File: src/rtl/la_iir_pkg.sv
package la_iir_pkg;

  // Wide signed container used for elaboration-time coefficient math
  // and for rounding the loop accumulator back to sample width.
  typedef logic signed [63:0] wide_t;

  // Round half-up by dropping `frac` fraction bits, then clamp to a
  // signed `w`-bit range.
  function automatic wide_t fx_round_sat(input wide_t v, input int frac, input int w);
    wide_t r;
    wide_t hi;
    wide_t lo;
    r  = (v + (wide_t'(1) <<< (frac - 1))) >>> frac;
    hi = (wide_t'(1) <<< (w - 1)) - wide_t'(1);
    lo = -(wide_t'(1) <<< (w - 1));
    if (r > hi) begin
      r = hi;
    end else if (r < lo) begin
      r = lo;
    end
    return r;
  endfunction

  // Fixed-point product of two values that share `frac` fraction bits.
  function automatic wide_t fx_mul(input wide_t x, input wide_t y, input int frac, input int w);
    return fx_round_sat(x * y, frac, w);
  endfunction

  // scale * base^n, rounded after each multiply.
  function automatic wide_t fx_pow_scale(input wide_t base, input wide_t scale,
                                         input int n, input int frac, input int w);
    wide_t acc;
    acc = scale;
    for (int k = 0; k < n; k++) begin
      acc = fx_mul(acc, base, frac, w);
    end
    return acc;
  endfunction

  // Accumulator width that holds `terms` full products of two w-bit values.
  function automatic int acc_width(input int w, input int terms);
    return 2 * w + $clog2(terms + 1) + 1;
  endfunction

endpackage

File: src/rtl/la_sample_gate.sv
// Captures one input slot per clock; an empty slot becomes a zero sample.
module la_sample_gate #(
  parameter int DW = 16
) (
  input  logic                 clk,
  input  logic                 rst,
  input  logic                 in_valid,
  input  logic signed [DW-1:0] in_data,
  output logic                 slot_valid,
  output logic signed [DW-1:0] slot_data
);

  logic signed [DW-1:0] gated;

  assign gated = in_valid ? in_data : '0;

  always_ff @(posedge clk) begin
    if (rst) begin
      slot_valid <= 1'b0;
      slot_data  <= '0;
    end else begin
      slot_valid <= in_valid;
      slot_data  <= gated;
    end
  end

endmodule

File: src/rtl/la_input_fir.sv
// Transposed non-recursive section: part[0] holds
// sum_{j} (b*a^j) * x(n-j) one clock after x(n) arrives.
module la_input_fir #(
  parameter int          DW     = 16,
  parameter int          TAPS   = 5,
  parameter int          ACC_W  = 36,
  parameter logic signed [DW-1:0] COEF_A = -16'sd24576,
  parameter logic signed [DW-1:0] COEF_B = 16'sd16384
) (
  input  logic                    clk,
  input  logic                    rst,
  input  logic signed [DW-1:0]    x,
  output logic signed [ACC_W-1:0] feed
);
  import la_iir_pkg::*;

  localparam int FRAC = DW - 1;

  logic signed [ACC_W-1:0] prod_ext [TAPS];
  logic signed [ACC_W-1:0] part     [TAPS];

  for (genvar j = 0; j < TAPS; j++) begin : g_tap
    localparam wide_t WEIGHT = fx_pow_scale(wide_t'(COEF_A), wide_t'(COEF_B), j, FRAC, DW);
    localparam logic signed [DW-1:0] WEIGHT_Q = WEIGHT[DW-1:0];
    logic signed [2*DW-1:0] prod;
    assign prod        = WEIGHT_Q * x;
    assign prod_ext[j] = ACC_W'(prod);
  end

  always_ff @(posedge clk) begin
    if (rst) begin
      for (int j = 0; j < TAPS; j++) begin
        part[j] <= '0;
      end
    end else begin
      for (int j = 0; j < TAPS - 1; j++) begin
        part[j] <= part[j+1] + prod_ext[j];
      end
      part[TAPS-1] <= prod_ext[TAPS-1];
    end
  end

  assign feed = part[0];

endmodule

File: src/rtl/la_feedback_loop.sv
// Recursive loop with LOOK_M registers:
//   y_q(t) = sat(round(a^M * y_q(t-M) + feed(t-1)))
// Registers: product stage, sum stage, then LOOK_M-2 plain delays.
module la_feedback_loop #(
  parameter int          DW     = 16,
  parameter int          LOOK_M = 5,
  parameter int          ACC_W  = 36,
  parameter logic signed [DW-1:0] COEF_A = -16'sd24576
) (
  input  logic                    clk,
  input  logic                    rst,
  input  logic signed [ACC_W-1:0] feed,
  output logic signed [ACC_W-1:0] prod_q,
  output logic signed [DW-1:0]    y_q
);
  import la_iir_pkg::*;

  localparam int    FRAC  = DW - 1;
  localparam int    DLY   = LOOK_M - 2;
  localparam wide_t A_POW = fx_pow_scale(wide_t'(COEF_A), wide_t'(1) <<< FRAC, LOOK_M, FRAC, DW);
  localparam logic signed [DW-1:0] A_POW_Q = A_POW[DW-1:0];

  logic signed [DW-1:0]    y_tap;
  logic signed [2*DW-1:0]  prod_c;
  logic signed [ACC_W-1:0] sum_c;
  wide_t                   y_wide;
  logic signed [DW-1:0]    y_next;

  assign prod_c = A_POW_Q * y_tap;
  assign sum_c  = prod_q + feed;
  assign y_wide = fx_round_sat(wide_t'(sum_c), FRAC, DW);
  assign y_next = y_wide[DW-1:0];

  always_ff @(posedge clk) begin
    if (rst) begin
      prod_q <= '0;
      y_q    <= '0;
    end else begin
      prod_q <= ACC_W'(prod_c);
      y_q    <= y_next;
    end
  end

  if (DLY > 0) begin : g_chain
    logic signed [DW-1:0] chain [DLY];
    always_ff @(posedge clk) begin
      if (rst) begin
        for (int k = 0; k < DLY; k++) begin
          chain[k] <= '0;
        end
      end else begin
        chain[0] <= y_q;
        for (int k = 1; k < DLY; k++) begin
          chain[k] <= chain[k-1];
        end
      end
    end
    assign y_tap = chain[DLY-1];
  end else begin : g_direct
    assign y_tap = y_q;
  end

endmodule

File: src/rtl/la_valid_delay.sv
// Fixed-depth delay line for the sample-valid flag.
module la_valid_delay #(
  parameter int STAGES = 2
) (
  input  logic clk,
  input  logic rst,
  input  logic v_in,
  output logic v_out
);

  logic [STAGES-1:0] pipe;

  always_ff @(posedge clk) begin
    if (rst) begin
      pipe <= '0;
    end else begin
      pipe[0] <= v_in;
      for (int k = 1; k < STAGES; k++) begin
        pipe[k] <= pipe[k-1];
      end
    end
  end

  assign v_out = pipe[STAGES-1];

endmodule

File: src/rtl/la_iir_top.sv
// Look-ahead pipelined first-order recursive filter.
// Latency: gate (1) + input section (1) + loop sum register (1) = 3.
module la_iir_top #(
  parameter int          DW     = 16,
  parameter int          LOOK_M = 5,
  parameter logic signed [DW-1:0] COEF_A = -16'sd24576,
  parameter logic signed [DW-1:0] COEF_B = 16'sd16384
) (
  input  logic                 clk,
  input  logic                 rst,
  input  logic                 in_valid,
  input  logic signed [DW-1:0] in_data,
  output logic                 out_valid,
  output logic signed [DW-1:0] out_data
);
  import la_iir_pkg::*;

  localparam int ACC_W      = acc_width(DW, LOOK_M);
  localparam int POST_STAGES = 2;

  logic                    slot_valid;
  logic signed [DW-1:0]    slot_data;
  // Named internal events for the checker.
  logic signed [ACC_W-1:0] loop_feed;
  logic signed [ACC_W-1:0] loop_prod;

  la_sample_gate #(.DW(DW)) u_gate (
    .clk        (clk),
    .rst        (rst),
    .in_valid   (in_valid),
    .in_data    (in_data),
    .slot_valid (slot_valid),
    .slot_data  (slot_data)
  );

  la_input_fir #(
    .DW     (DW),
    .TAPS   (LOOK_M),
    .ACC_W  (ACC_W),
    .COEF_A (COEF_A),
    .COEF_B (COEF_B)
  ) u_fir (
    .clk  (clk),
    .rst  (rst),
    .x    (slot_data),
    .feed (loop_feed)
  );

  la_feedback_loop #(
    .DW     (DW),
    .LOOK_M (LOOK_M),
    .ACC_W  (ACC_W),
    .COEF_A (COEF_A)
  ) u_loop (
    .clk    (clk),
    .rst    (rst),
    .feed   (loop_feed),
    .prod_q (loop_prod),
    .y_q    (out_data)
  );

  la_valid_delay #(.STAGES(POST_STAGES)) u_vdly (
    .clk   (clk),
    .rst   (rst),
    .v_in  (slot_valid),
    .v_out (out_valid)
  );

endmodule

File: config.mk
export PLATFORM = sky130hd
export DESIGN_NAME = la_iir_top
export DESIGN_NICKNAME = d
export VERILOG_FILES = /design/src/rtl/la_iir_pkg.sv /design/src/rtl/la_sample_gate.sv /design/src/rtl/la_input_fir.sv /design/src/rtl/la_feedback_loop.sv /design/src/rtl/la_valid_delay.sv /design/src/rtl/la_iir_top.sv
export SDC_FILE = /design/constraint.sdc
export NUM_CORES = 1
export LEC_CHECK = 0
export BUFFER_PORTS_ARGS = -buffer_cell sky130_fd_sc_hd__buf_4
export CAP_MARGIN = 20
export CORE_MARGIN = 1.5
export CORE_UTILIZATION = 50
export DETAILED_ROUTE_END_ITERATION = 8
export GPL_TIMING_DRIVEN = 0
export PLACE_DENSITY_LB_ADDON = 0.25
export RECOVER_POWER = 50
export SYNTH_ARGS = -nofsm -noshare
export SYNTH_HDL_FRONTEND = slang
export SYNTH_HIERARCHICAL = 1
export SYNTH_SLANG_ARGS = --single-unit
File: constraint.sdc
create_clock -name clk -period 5.1 [get_ports clk]
set_input_delay 0.255 -clock clk [delete_from_list [all_inputs] [get_ports clk]]
set_output_delay 0.255 -clock clk [all_outputs]
set_load 0.005 [all_outputs]
## Word-level counts from Yosys, hierarchy flattened

Memories as Yosys holds them, arrays and structs flattened.
Index checks and enable logic that the tools add are counted.

- ROM bits: 0
- Latch bits: 0
- Memories: 2
- Input port bits: 19
- Logic and storage cells: 46
- Bits in writable memories: 228
- Register bits: 65
- Output and inout bits: 17

Memory list:

| name | depth | width | read ports | clocked after memory_dff | wr ports | line | text |
|---|---|---|---|---|---|---|---|
| u_fir.part | 5 | 36 | 5 | 0 | 5 | la_input_fir.sv:20 | `logic signed [ACC_W-1:0] part [TAPS];` |
| u_loop.g_chain.chain | 3 | 16 | 3 | 0 | 3 | la_feedback_loop.sv:45 | `logic signed [DW-1:0] chain [DLY];` |

- Eq/ne operators: 0
- Shift-type cells: 0
- Multiplexer cells: 13
- Div/mod/pow operators: 0
- Bitwise gates (word level): 9
- $add $sub $neg: 6
- Reductions and logical operators: 2
- Order comparisons: 2
- $mul: 5

Operators by type and width:

| cell | number |
|---|---|
| 36-bit two-way mux | 5 |
| 36-bit by 30-bit adder with 36-bit output | 2 |
| 36-bit by 31-bit adder with 36-bit output | 2 |
| 16-bit two-way mux | 4 |
| 36-bit by 16-bit adder with 37-bit output (second input constant) | 1 |
| 30-bit by 36-bit adder with 36-bit output | 1 |
| 9-bit by 16-bit multiplier with 25-bit output (first input constant) | 1 |
| 8-bit by 16-bit multiplier with 24-bit output (first input constant) | 1 |
| 22-bit by 16-bit > comparator with 1-bit output (second input constant) | 1 |
| 22-bit by 16-bit < comparator with 1-bit output (second input constant) | 1 |
| 6-bit by 16-bit multiplier with 22-bit output (first input constant) | 1 |
| 5-bit by 16-bit multiplier with 21-bit output (first input constant) | 1 |
| 3-bit by 16-bit multiplier with 19-bit output (first input constant) | 1 |
| 15-bit two-way mux | 1 |
| 1-bit bitwise OR | 8 |
| 2-bit OR reduction | 2 |
| 1-bit two-way mux | 3 |
| 1-bit NOT | 1 |

## Logic depth before layout (Yosys ltp)

An unclocked memory read counts as a cell.

- Depth after elaboration: 6
- Mapped depth: 25
- Depth with buffers taken out: 24

## Modules after synthesis

Netlist, hierarchy kept.

Modules (own cells, without submodules):

| module | cells each | area each (sq um) | seq. area each (sq um) | times used |
|---|---|---|---|---|
| la_input_fir | 1496 | 13162.6 | 2882.8 | 1 |
| la_feedback_loop | 749 | 7026.7 | 1781.7 | 1 |
| la_sample_gate | 36 | 505.5 | 340.3 | 1 |
| la_valid_delay | 4 | 52.6 | 40.0 | 1 |

## Worst setup path before layout

No wires, ideal clock.

- Path kind: flip-flop to flip-flop
- From: register u_gate.slot_data[5]
- To: memory u_fir.part[3][27] (netlist: u_fir/part[0][135])
- Setup slack: -0.149 ns
- Cell stages (with the launch flop): 23
- Library setup time: 0.128 ns
- Period minus slack after synthesis: 5.249 ns
- Data arrival time: 5.121 ns
- Data required time: 4.972 ns
- Path buffers: 1
- Path through: dfxtp_1 -> inv_1 -> ha_1 -> inv_1 -> ha_1 -> fa_1 -> ha_1 -> ha_1 -> nor2b_1 -> o21a_1 -> o21ai_0 -> nand2b_1 -> a31o_2 -> a221oi_1 -> xnor2_1 -> ha_1 -> clkbuf_1 -> a21o_1 -> or3_1 -> a31o_2 -> a31oi_1 -> xor2_1 -> nor2_1

RTL lines:

| what | line | text |
|---|---|---|
| start, declared | la_sample_gate.sv:10 | `output logic signed [DW-1:0] slot_data` |
| start signal, assigned | la_sample_gate.sv:23 | `slot_data <= gated;` |
| end, declared | la_input_fir.sv:20 |  |

==> results.cfg <==
[sta]
fin_crit_ps = 5080
fin_worst_setup_slack_ps = 20.7
worst_slew_pin_slew_ps = 1570
slew_violations = 21
clock.fmax_mhz = 197
final_worst_hold_slack_ps = 24.6
fin_tns_setup_ps = 0
slew_headroom_pct = -4.81
finalCritPeriodShare_pct = 99.6
grt_setup_unrepaired = true
timing.clock.skew_ps = 14.9
setup_viol_count_final = 0
timing.final.hold_violations = 0

[logic_synthesis]
netlist_area_mm2 = 0.0206
synth.avg_cell_area_um2 = 9.09
ys_warns = 6
postSynthNetCount = 2725
synth_cells = 2268

[power_and_ir_drop]
cellLeakagePower_nw = 11.4
p_sw_share_pct = 41.2
share_comb_of_total_power_pct = 55.3
internal_power_mw = 6.35
fin_total_pwr_mw = 10.8
seq_power_share_pct = 24.8
power_per_cell_area_mw_per_mm2 = 453
power.ir.vdd_worst_uv = 293
clockPowerShare_pct = 19.9
netSwitchingPower_mw = 4.44

[die]
floorplan_core_area_mm2 = 0.0407
die-area_mm2 = 0.0425
ios = 36
floorplan.die.width_um = 206
die_height_um = 206
floorplan.rows = 74
initial_utilization_pct = 50.6

[setup_path]
r2r_setup_slack_ps = 20
crit_arrival_ps = 5570
reg2reg_from = u_gate/slot_data[2]
timing.critical_path.fanout_max = 4
cp.required_ps = 5590
cp-endpoint = u_fir/part[0][138]
max_stage_delay_ps = 500
cp-end-kind = flip-flop
cp_common_cell = sky130_fd_sc_hd__a21o_1
ff2ff_path_depth = 22
critPathLaunchType = flip-flop
worstReg2RegEnd = u_fir/part[0][138]
worstSetupStartpoint = u_gate/slot_data[2]
setup.worst_path.class = reg -> reg
cells_along_the_critical_path = clkinvlp_4, ha_4, inv_1, ha_1, fa_1, ha_2, inv_1, fa_2, nor2b_4, o21a_1, o21ai_2, nand2b_1, a21oi_2, xnor2_1, ha_1, a21o_1, a21o_1, a21o_1, and3_1, a221o_1, o41a_1, a221oi_2
worst_path_max_delay_cell = sky130_fd_sc_hd__fa_1

[clocking]
clkLatencyLatePin_ps = 590
cts-root-buf = sky130_fd_sc_hd__clkbuf_16
max-clock-path-buffers = 3
cts_tree = built
htree_levels = 1
clock_sink_count = 252
tritoncts.num_buffers = 29
clock_slew_at_the_register_clock_pins_of_the_worst_setup_and_hold_paths_ps = 60

[detailed_routing]
vias = 16418
drt.antenna.violating_nets = 0
firstDrtPassIters = 5
dr.first_iter.drc_count = 752
routed_length_per_instance_um = 17.4
drc_viols = 0
routed_wl_um = 51600
detail_route.vias_per_cell = 5.54

[cells_and_area]
layoutNonFillerInstCount = 2962
final_layout_size_suffix_gt1_share_pct = 14.0
post_layout_nets = 2864
area.growth.synth_to_final_pct = 15.4
fin_area_mm2 = 0.0238
fin_util_pct = 58.4

[global_route]
grt_max_degree = 21
vias_in_the_first_global_route = 16473
gr-total-overflow = 0
grt_antenna_before_repair = 1
grt_use_total_pct = 24.3
wire_length_of_the_first_global_routing_pass_um = 82200

[placed_design]
place_hpwl_um = 38500
routabilityCongestion = 0.917
dp_cells = 2835
io_buffers = 35
dp_worst_slack_ps = -850
placedInstanceArea_mm2 = 0.0216

[outcome]
violations = capacitance limit, slew limit
run_status = finished with violations

[run]
maxCapViolations = 1

[min_path]
min-delay-path-class = in -> reg
-- cell type report --
class                      instances  area [um^2]
antenna                            1         2.50
multi-input combinational       1765        15100
sequential                       252         5100
inverter                         177          688
clock inverter                    17          210
buffer                            70          403
tap                              532          666
timing repair buffer             112          880
clock buffer                      36          772
fill                            3482        16900
-- power groups by stage --
stage	combinational, mW	sequential [mW]	clock [mW]
2_1_floorplan	4.35	2.63	0
3_3_place_gp	5.33	2.72	0
3_5_place_dp	5.43	2.72	0
4_1_cts	5.69	2.67	2.20
5_1_grt	6.63	2.72	2.27
6_report	5.97	2.67	2.15
-- how the worst min path moves through the flow --
stage                               startpoint                     endpoint  slack, ps  depth (start not counted)
finish                                in_valid         u_gate/slot_data[14]         20                          2
global route                          in_valid          u_gate/slot_data[0]         20                          2
CTS                                   in_valid         u_gate/slot_data[14]        0.6                          2
detailed placement  u_loop/g_chain.chain[0][3]  u_loop/g_chain.chain[0][19]        420                          1
global placement             u_fir/part[0][42]             u_fir/part[0][6]        420                          1
floorplan                                  rst               u_vdly/pipe[0]        330                          1
-- layer usage --
metal	part of all wire, %	routed length [um]	vias up	track usage, %
li1	-	-	8262	-
met1	41	21300	7710	27.3
met2	51	26300	318	46.7
met3	3.4	1770	128	2.62
met4	4.3	2240	0	9.06
met5	0	0	-	0
-- layout by cell type, fill, tap and decap left out, types with 17 or more instances in the layout --
cell type and count:
sky130_fd_sc_hd__dfxtp_1 233, sky130_fd_sc_hd__a21oi_1 137, sky130_fd_sc_hd__o21bai_1 24, sky130_fd_sc_hd__buf_4 109
sky130_fd_sc_hd__nor2_1 176, sky130_fd_sc_hd__clkbuf_1 38, sky130_fd_sc_hd__xnor2_1 116, sky130_fd_sc_hd__o21ai_0 76
sky130_fd_sc_hd__a21o_1 75, sky130_fd_sc_hd__xor2_1 60, sky130_fd_sc_hd__nor3_1 41, sky130_fd_sc_hd__clkbuf_16 29
sky130_fd_sc_hd__nor2b_1 117, sky130_fd_sc_hd__a211oi_1 22, sky130_fd_sc_hd__dlygate4sd3_1 17, sky130_fd_sc_hd__nand2_1 87
sky130_fd_sc_hd__nand3_1 32, sky130_fd_sc_hd__ha_1 346, sky130_fd_sc_hd__ha_4 24, sky130_fd_sc_hd__inv_1 167
sky130_fd_sc_hd__o21a_1 25, sky130_fd_sc_hd__nand4_1 18, sky130_fd_sc_hd__and3_1 19, sky130_fd_sc_hd__and3b_1 18
sky130_fd_sc_hd__fa_1 56
-- sequential cells by signal, indices dropped and copies added, names as in the netlist --
signal	cells
u_fir/part	144
u_loop/g_chain.chain	48
u_gate/slot_valid	1
u_vdly/pipe	2
u_loop/y_q	16
u_loop/prod_q	25
u_gate/slot_data	16
-- timing repair --
item | CTS | global route
resized for setup | 81 | 58
hold buffers | 17 | 0
pin swaps | 23 | 38
buffers inserted | 35 | 25
hold endpoints to repair | 16 | 0
setup endpoints to repair | 26 | 36
-- worst max-delay path: cells and delay by family (launching register included) --
family                   cells  cell delay [ps]
adder cells (fa/ha/maj)      6             1920
AO/OA/AOI/OAI                9             1810
AND/OR/NAND/NOR              3              420
flip-flops                   1              390
buffers and inverters        3              300
XOR/XNOR                     1              130
(Power assumes the default switching activity.)
